**config.mk**
```make
export PLATFORM = sky130hd
export DESIGN_NAME = hslot_seq
export DESIGN_NICKNAME = d
export VERILOG_FILES = /design/src/rtl/hslot_pkg.sv /design/src/rtl/hslot_counter.sv /design/src/rtl/hslot_line_ctrl.sv /design/src/rtl/hslot_event_dec.sv /design/src/rtl/hslot_seq.sv
export SDC_FILE = /design/constraint.sdc
export NUM_CORES = 1
export LEC_CHECK = 0
export CORE_MARGIN = 2
export CORE_UTILIZATION = 47
export DETAILED_ROUTE_END_ITERATION = 12
export PLACE_DENSITY = 0.79
export SYNTH_ARGS = -nofsm -noshare
export SYNTH_HDL_FRONTEND = slang
export SYNTH_SLANG_ARGS = --single-unit
```
**constraint.sdc**
```tcl
create_clock -name clk -period 2.55 [get_ports clk]
set_input_delay 0.3825 -clock clk [delete_from_list [all_inputs] [get_ports clk]]
set_output_delay 0.3825 -clock clk [all_outputs]
set_load 0.02 [all_outputs]
```
**src/rtl/hslot_pkg.sv**
```systemverilog
package hslot_pkg;
    localparam int SLOT_W = 8;

    // jump points of the slot counter
    localparam int WIDE_JUMP_FROM   = 182;
    localparam int WIDE_JUMP_TO     = 229;
    localparam int NARROW_JUMP_FROM = 147;
    localparam int NARROW_JUMP_TO   = 233;

    // fixed event slots per width
    localparam int WIDE_EXT_A    = 161;
    localparam int NARROW_EXT_A  = 129;
    localparam int WIDE_CLR      = 163;
    localparam int NARROW_CLR    = 131;
    localparam int WIDE_SCAN     = 167;
    localparam int NARROW_SCAN   = 135;

    // refresh groups: first group base, stride, group counts
    localparam int RFSH_BASE     = 25;
    localparam int RFSH_STRIDE   = 32;
    localparam int RFSH_NARROW_N = 4;
    localparam int RFSH_WIDE_N   = 5;

    typedef enum logic [1:0] {
        PH_ACTIVE   = 2'd0,
        PH_INACTIVE = 2'd1,
        PH_PREP     = 2'd2
    } phase_e;

    typedef struct packed {
        logic refresh;
        logic ext;
        logic scan;
        logic clr;
        logic adv;
        logic vint;
    } evt_t;
endpackage

```
**src/rtl/hslot_counter.sv**
```systemverilog
module hslot_counter
    import hslot_pkg::*;
(
    input  logic              clk,
    input  logic              rst_n,
    input  logic              en,
    input  logic              wide,
    output logic [SLOT_W-1:0] slot
);
    typedef struct packed {
        logic [SLOT_W-1:0] slot;
    } cnt_t;

    cnt_t cnt_d, cnt_q;

    always_comb begin
        cnt_d = cnt_q;
        if (en) begin
            if (wide && cnt_q.slot == SLOT_W'(WIDE_JUMP_FROM))
                cnt_d.slot = SLOT_W'(WIDE_JUMP_TO);
            else if (!wide && cnt_q.slot == SLOT_W'(NARROW_JUMP_FROM))
                cnt_d.slot = SLOT_W'(NARROW_JUMP_TO);
            else
                cnt_d.slot = cnt_q.slot + SLOT_W'(1);
        end
    end

    always_ff @(posedge clk) begin
        if (!rst_n) cnt_q <= '0;
        else        cnt_q <= cnt_d;
    end

    assign slot = cnt_q.slot;

    AST_SLOT_HOLD: assert property (@(posedge clk) disable iff (!rst_n)
        !en |=> $stable(slot));
    AST_SLOT_MOVES: assert property (@(posedge clk) disable iff (!rst_n)
        en |=> !$stable(slot));
endmodule

```
**src/rtl/hslot_line_ctrl.sv**
```systemverilog
module hslot_line_ctrl
    import hslot_pkg::*;
#(
    parameter int LINE_W       = 9,
    parameter int ACTIVE_LINES = 224,
    parameter int TOTAL_LINES  = 262
) (
    input  logic              clk,
    input  logic              rst_n,
    input  logic              adv,
    input  logic              fld_tgl,
    input  logic              wide_in,
    output logic [LINE_W-1:0] line,
    output phase_e            phase,
    output logic              wide,
    output logic              field
);
    localparam logic [LINE_W-1:0] PREP_LINE = '1;
    localparam logic [LINE_W-1:0] LAST_LINE = LINE_W'(TOTAL_LINES - 2);

    typedef struct packed {
        logic [LINE_W-1:0] line;
        phase_e            phase;
        logic              wide;
        logic              field;
    } lst_t;

    lst_t lst_d, lst_q;

    always_comb begin
        lst_d = lst_q;
        if (fld_tgl) lst_d.field = !lst_q.field;
        if (adv) begin
            lst_d.wide = wide_in;
            if (lst_q.line == LAST_LINE)      lst_d.line = PREP_LINE;
            else if (lst_q.line == PREP_LINE) lst_d.line = '0;
            else                              lst_d.line = lst_q.line + LINE_W'(1);
            if (lst_d.line == PREP_LINE)                     lst_d.phase = PH_PREP;
            else if (lst_d.line < LINE_W'(ACTIVE_LINES))     lst_d.phase = PH_ACTIVE;
            else                                             lst_d.phase = PH_INACTIVE;
        end
    end

    always_ff @(posedge clk) begin
        if (!rst_n) begin
            lst_q       <= '0;
            lst_q.phase <= PH_ACTIVE;
            lst_q.wide  <= wide_in;
        end else begin
            lst_q <= lst_d;
        end
    end

    assign line  = lst_q.line;
    assign phase = lst_q.phase;
    assign wide  = lst_q.wide;
    assign field = lst_q.field;

    AST_LINE_HOLD: assert property (@(posedge clk) disable iff (!rst_n)
        !adv |=> $stable(line) && $stable(wide));
    AST_PREP_WRAP: assert property (@(posedge clk) disable iff (!rst_n)
        (phase == PH_PREP && adv) |=> (line == '0 && phase == PH_ACTIVE));
    AST_FIELD_QUIET: assert property (@(posedge clk) disable iff (!rst_n)
        !fld_tgl |=> $stable(field));
endmodule

```
**src/rtl/hslot_event_dec.sv**
```systemverilog
module hslot_event_dec
    import hslot_pkg::*;
#(
    parameter int LINE_W       = 9,
    parameter int ACTIVE_LINES = 224,
    parameter int VINT_SLOT    = 0
) (
    input  logic              clk,
    input  logic              rst_n,
    input  logic              en,
    input  logic [SLOT_W-1:0] slot,
    input  logic [LINE_W-1:0] line,
    input  logic              wide,
    input  logic              mode5,
    input  logic              interlace_en,
    output evt_t              evt,
    output logic              fld_tgl
);
    logic [RFSH_WIDE_N-1:0] rfsh_hit;
    logic                   on_active;
    logic [LINE_W-1:0]      vint_line;

    for (genvar g = 0; g < RFSH_WIDE_N; g++) begin : g_rfsh
        localparam logic [SLOT_W-1:0] RSLOT = SLOT_W'(RFSH_BASE + g * RFSH_STRIDE + 1);
        if (g < RFSH_NARROW_N) begin : g_both
            assign rfsh_hit[g] = (slot == RSLOT);
        end else begin : g_wide_only
            assign rfsh_hit[g] = (slot == RSLOT) && wide;
        end
    end

    assign on_active = (line < LINE_W'(ACTIVE_LINES));
    assign vint_line = mode5 ? LINE_W'(ACTIVE_LINES) : LINE_W'(ACTIVE_LINES + 1);

    always_comb begin
        evt.refresh = en && on_active && (|rfsh_hit);
        evt.ext     = en && (wide ? (slot == SLOT_W'(WIDE_EXT_A)   || slot == SLOT_W'(WIDE_EXT_A + 1))
                                  : (slot == SLOT_W'(NARROW_EXT_A) || slot == SLOT_W'(NARROW_EXT_A + 1)));
        evt.scan    = en && (slot == (wide ? SLOT_W'(WIDE_SCAN) : SLOT_W'(NARROW_SCAN)));
        evt.clr     = en && (slot == (wide ? SLOT_W'(WIDE_CLR)  : SLOT_W'(NARROW_CLR)));
        evt.adv     = en && (slot == (wide ? SLOT_W'(WIDE_CLR + 1) : SLOT_W'(NARROW_CLR + 1)));
        evt.vint    = en && (slot == SLOT_W'(VINT_SLOT)) && (line == vint_line);
        fld_tgl     = en && interlace_en && (slot == SLOT_W'(1)) && (line == LINE_W'(ACTIVE_LINES));
    end

    AST_STB_NEEDS_EN: assert property (@(posedge clk) disable iff (!rst_n)
        (|evt) |-> en);
    AST_ONE_EVENT: assert property (@(posedge clk) disable iff (!rst_n)
        $onehot0({evt.refresh, evt.ext, evt.scan, evt.clr, evt.adv}));
endmodule

```
**src/rtl/hslot_seq.sv**
```systemverilog
module hslot_seq
    import hslot_pkg::*;
#(
    parameter int LINE_W       = 9,
    parameter int ACTIVE_LINES = 224,
    parameter int TOTAL_LINES  = 262,
    parameter int VINT_SLOT    = 0
) (
    input  logic              clk,
    input  logic              rst_n,
    input  logic              slot_en,
    input  logic              wide_mode,
    input  logic              mode5,
    input  logic              interlace_en,
    output logic [7:0]        slot,
    output logic [LINE_W-1:0] line,
    output logic [1:0]        phase,
    output logic              field_odd,
    output logic              refresh_stb,
    output logic              ext_stb,
    output logic              scan_start_stb,
    output logic              buf_clr_stb,
    output logic              line_adv_stb,
    output logic              vint_stb
);
    logic              wide_q;
    logic              fld_tgl;
    evt_t              evt;
    phase_e            ph;
    logic [SLOT_W-1:0] slot_w;

    hslot_counter u_cnt (
        .clk  (clk),
        .rst_n(rst_n),
        .en   (slot_en),
        .wide (wide_q),
        .slot (slot_w)
    );

    hslot_event_dec #(
        .LINE_W      (LINE_W),
        .ACTIVE_LINES(ACTIVE_LINES),
        .VINT_SLOT   (VINT_SLOT)
    ) u_dec (
        .clk         (clk),
        .rst_n       (rst_n),
        .en          (slot_en),
        .slot        (slot_w),
        .line        (line),
        .wide        (wide_q),
        .mode5       (mode5),
        .interlace_en(interlace_en),
        .evt         (evt),
        .fld_tgl     (fld_tgl)
    );

    hslot_line_ctrl #(
        .LINE_W      (LINE_W),
        .ACTIVE_LINES(ACTIVE_LINES),
        .TOTAL_LINES (TOTAL_LINES)
    ) u_line (
        .clk    (clk),
        .rst_n  (rst_n),
        .adv    (evt.adv),
        .fld_tgl(fld_tgl),
        .wide_in(wide_mode),
        .line   (line),
        .phase  (ph),
        .wide   (wide_q),
        .field  (field_odd)
    );

    assign slot           = slot_w;
    assign phase          = ph;
    assign refresh_stb    = evt.refresh;
    assign ext_stb        = evt.ext;
    assign scan_start_stb = evt.scan;
    assign buf_clr_stb    = evt.clr;
    assign line_adv_stb   = evt.adv;
    assign vint_stb       = evt.vint;

    AST_ADV_MOVES_LINE: assert property (@(posedge clk) disable iff (!rst_n)
        line_adv_stb |=> !$stable(line));
endmodule

```
==> results by group <==
Synth
  • Post-synth EDFFs: 1
  • Adder-Cell Fraction of Synth Area: 6.92%
  • Syn nets: 201
  • Multiplexer share of the synthesized area: 0%
  • Post-synthesis instance total: 187
  • Synth Area in Compound Gates: 19.9%
  • Yosys reg bits: 21
  • Yosys warnings: 0
  • Post-Synthesis Cell Area: 1450 µm²
  • Combinational family with the most area after synthesis: simple AND/OR/NAND/NOR gates
  • Register area share after synthesis: 29.8%
  • Synth Area in Simple Gates: 32.7%
  • Synth Area in XOR/XNOR: 4.84%
  • Async S/R FF share, synth: 0%
  • Top-area cell type share of the netlist area: 27.7%
  • Mean Syn Cell Area: 7.73 µm²
  • Main synth FF type: dfxtp_1
  • Synth area leader: dfxtp_1
  • Area contributors post-synth: dfxtp_1 (28%), ha_1 (6.9%), nor2_1 (4.7%), o21ai_0 (4.5%), a21oi_1 (3.8%)
  • Yosys cell types: 45

Clock network
  • Skew-Pair Late Insertion Delay: 310 ps
  • Htree depth: 1
  • Root Driver: clkbuf_4
  • CTS sink cnt: 21
  • CTS tree: done
  • CTS max path bufs: 2
  • TritonCTS Buffers: 3
  • CTS clk-pin slew, worst paths: 120 ps

Global route
  • First-pass GRT wire length: 6.64 mm
  • Number of global-route vias before repair: 1416
  • Global Route Usage Sum: 24.8%
  • Initial antenna violation count: 0
  • Grt met3 use: 4.59%
  • Busiest grt layer: met2
  • Routing usage on met1: 34.3%
  • Largest net degree at the start of global routing: 15
  • Total gr overflow: 0
  • Met2 usage: 38.5%

Pwr
  • Sw Pwr: 0.140 mW
  • Sequential Power Share: 60.9%
  • Combinational share of power: 8.8%
  • Overall power: 0.559 mW
  • Clk network pwr share: 30.3%
  • Internal power: 0.419 mW
  • Power per cell area: 292 nW/µm²
  • Sw frac: 25.0%
  • VDD IR max: 0.000319 V
  • Leak pwr: 0.751 nW

Layout
  • Commonest non-fill, non-tap cell in the layout: clkdlybuf4s50_1
  • Share of cells above drive strength 1: 14.1%
  • Commonest cells after routing, fill and taps aside: clkdlybuf4s50_1 (28), dfxtp_1 (19), nor2_1 (17), buf_4 (16), o21ai_0 (13)
  • Count of antenna diodes in the layout: 0
  • Final nets: 242
  • Area grow syn2layout: 32.4%

Detailed routing
  • 1st-iter DRT viols: 66
  • Drt total wl: 4.03 mm
  • First-pass DRT Iterations: 4
  • DR vias: 1539
  • DRC: 0
  • Average routed wire per standard cell: 15.5 µm
  • DRT antenna net count: 0
  • Vias/cell: 5.92

Job
  • Maxcap violations: 0

Worst hold path
  • Worst Hold Class: reg -> reg

Worst setup path
  • Crit-path cells: clkdlybuf4s50_1 > buf_4 > and3_1 > nand4_1 > inv_1 > clkdlybuf4s50_1
  • Most frequent CP cell: clkdlybuf4s50_1
  • Critical-path top delay cell: clkdlybuf4s50_1
  • Startpoint Class: input port
  • Cell family with the largest share of critical-path delay: buffers and inverters
  • Worst path bufs/invs: 4
  • Crit Path Class: in -> out
  • Worst EP required: 2170 ps
  • Setup crit end kind: output pin
  • Crit Path Max Fanout: 12
  • Max stage delay on crit path: 610 ps
  • Worst EP arrival: 2080 ps

Die
  • Initial Util: 48.6%
  • Die Ht: 59.5 µm
  • FP Rows: 20
  • Chip width: 59.5 µm
  • Top Ports: 32
  • Die ar.: 3540 µm²
  • Core Box Area: 2980 µm²

Timing
  • # setup viols final: 0
  • Hold Vio Cnt, Final: 0
  • Clock Skew: 4.95 ps
  • Pins over their slew limit: 0
  • Final period util: 96.4%
  • Setup TNS: 0 ps
  • Tightest Pin Transition: 471 ps
  • Worst slew margin: 68.6%
  • Tmin final: 2460 ps
  • RSZ-0062 raised after global routing: no
  • Max Fclk: 407 MHz

Place
  • Number of buffers added on ports: 31
  • HPWL Detailed: 3.01 mm
  • Final GP Congestion: 0.929

Status
  • Status: complete, no violations
## cell usage after synthesis (all sizes together) (3+ instances only)
cell	n
a211oi	5
a21oi	11
and2	5
and3	6
clkbuf	9
dfxtp	20
ha	8
inv	11
nand2	12
nand3	8
nand4	7
nor2	18
nor2b	3
nor3	8
o21ai	13
o22ai	3
xnor2	5
xor2	3
## state kept, by name (all words and copies together), names as in the netlist
| signal | cells |
|---|---|
| u_line.phase | 2 |
| u_cnt.slot | 8 |
| u_line.field | 1 |
| u_line.line | 9 |
| u_line.wide | 1 |
## cells by family (layout without fill, tap and decap cells)
group,count (synthesis),count (layout)
and+or+nand+nor,83,83
AOI/OAI and AO/OA,45,45
buffers and inverters,22,62
DFF,21,21
adders and majority gates,8,8
xor gates and xnor gates,8,8
## worst min-delay path: cells and delay by family (launching register included)
kind            cells  cell delay (ps)
flops               1              330
simple gates        1               60
compound gates      1               70
## power groups by stage
stage | logic [mW] | registers, mW | clock network [mW]
4_1_cts | 0.0466 | 0.341 | 0.168
3_5_place_dp | 0.0463 | 0.348 | 0
2_1_floorplan | 0.0203 | 0.350 | 0
5_1_grt | 0.0541 | 0.341 | 0.189
6_report | 0.0494 | 0.341 | 0.169
3_3_place_gp | 0.0448 | 0.347 | 0
## final timing paths
path                        start              end  slack (ps)  depth (start not counted)
setup / recovery          slot_en     line_adv_stb          90                          6
hold / removal    u_line.phase[0]  u_line.phase[0]         510                          2
setup reg to reg   u_line.line[0]  u_line.phase[0]         170                          9
hold reg to reg   u_line.phase[0]  u_line.phase[0]         510                          2
## per-layer routing
layer	up-vias	part of all wire [%]
li1	757	-
met1	701	44
met2	72	47
met3	9	7.1
met4	0	1.7
met5	-	0
## per-stage QoR
step | utilization, % | cell area (µm²) | setup WS (ps) | hold WS (ps) | std cells
floorplan | - | 1450 | 54.4 | 481 | 187
global placement | 62.7 | 1870 | 62.7 | 485 | 255
detailed placement | 62.7 | 1870 | 60.7 | 494 | 255
CTS | 63.7 | 1900 | 30.5 | 515 | 259
global route | 64.3 | 1920 | 14.2 | 541 | 260
finish | 64.3 | 1920 | 90.7 | 512 | 260
## area by class of cell
class,count,area [µm²]
timing repair buffer,47,430
inverter,11,41.3
tap,33,41.3
sequential,21,432
fill,252,1060
multi-input combinational,144,945
clock buffer,4,26.3
## timing repair
item	CTS	global route
cloned	0	0
hold buffers	0	0
buffers inserted	0	1
endpoints found under the hold margin	0	0
gates resized for setup	2	7
endpoints found under the setup margin	3	3
No activity file was read; power rests on OpenSTA's default activity.
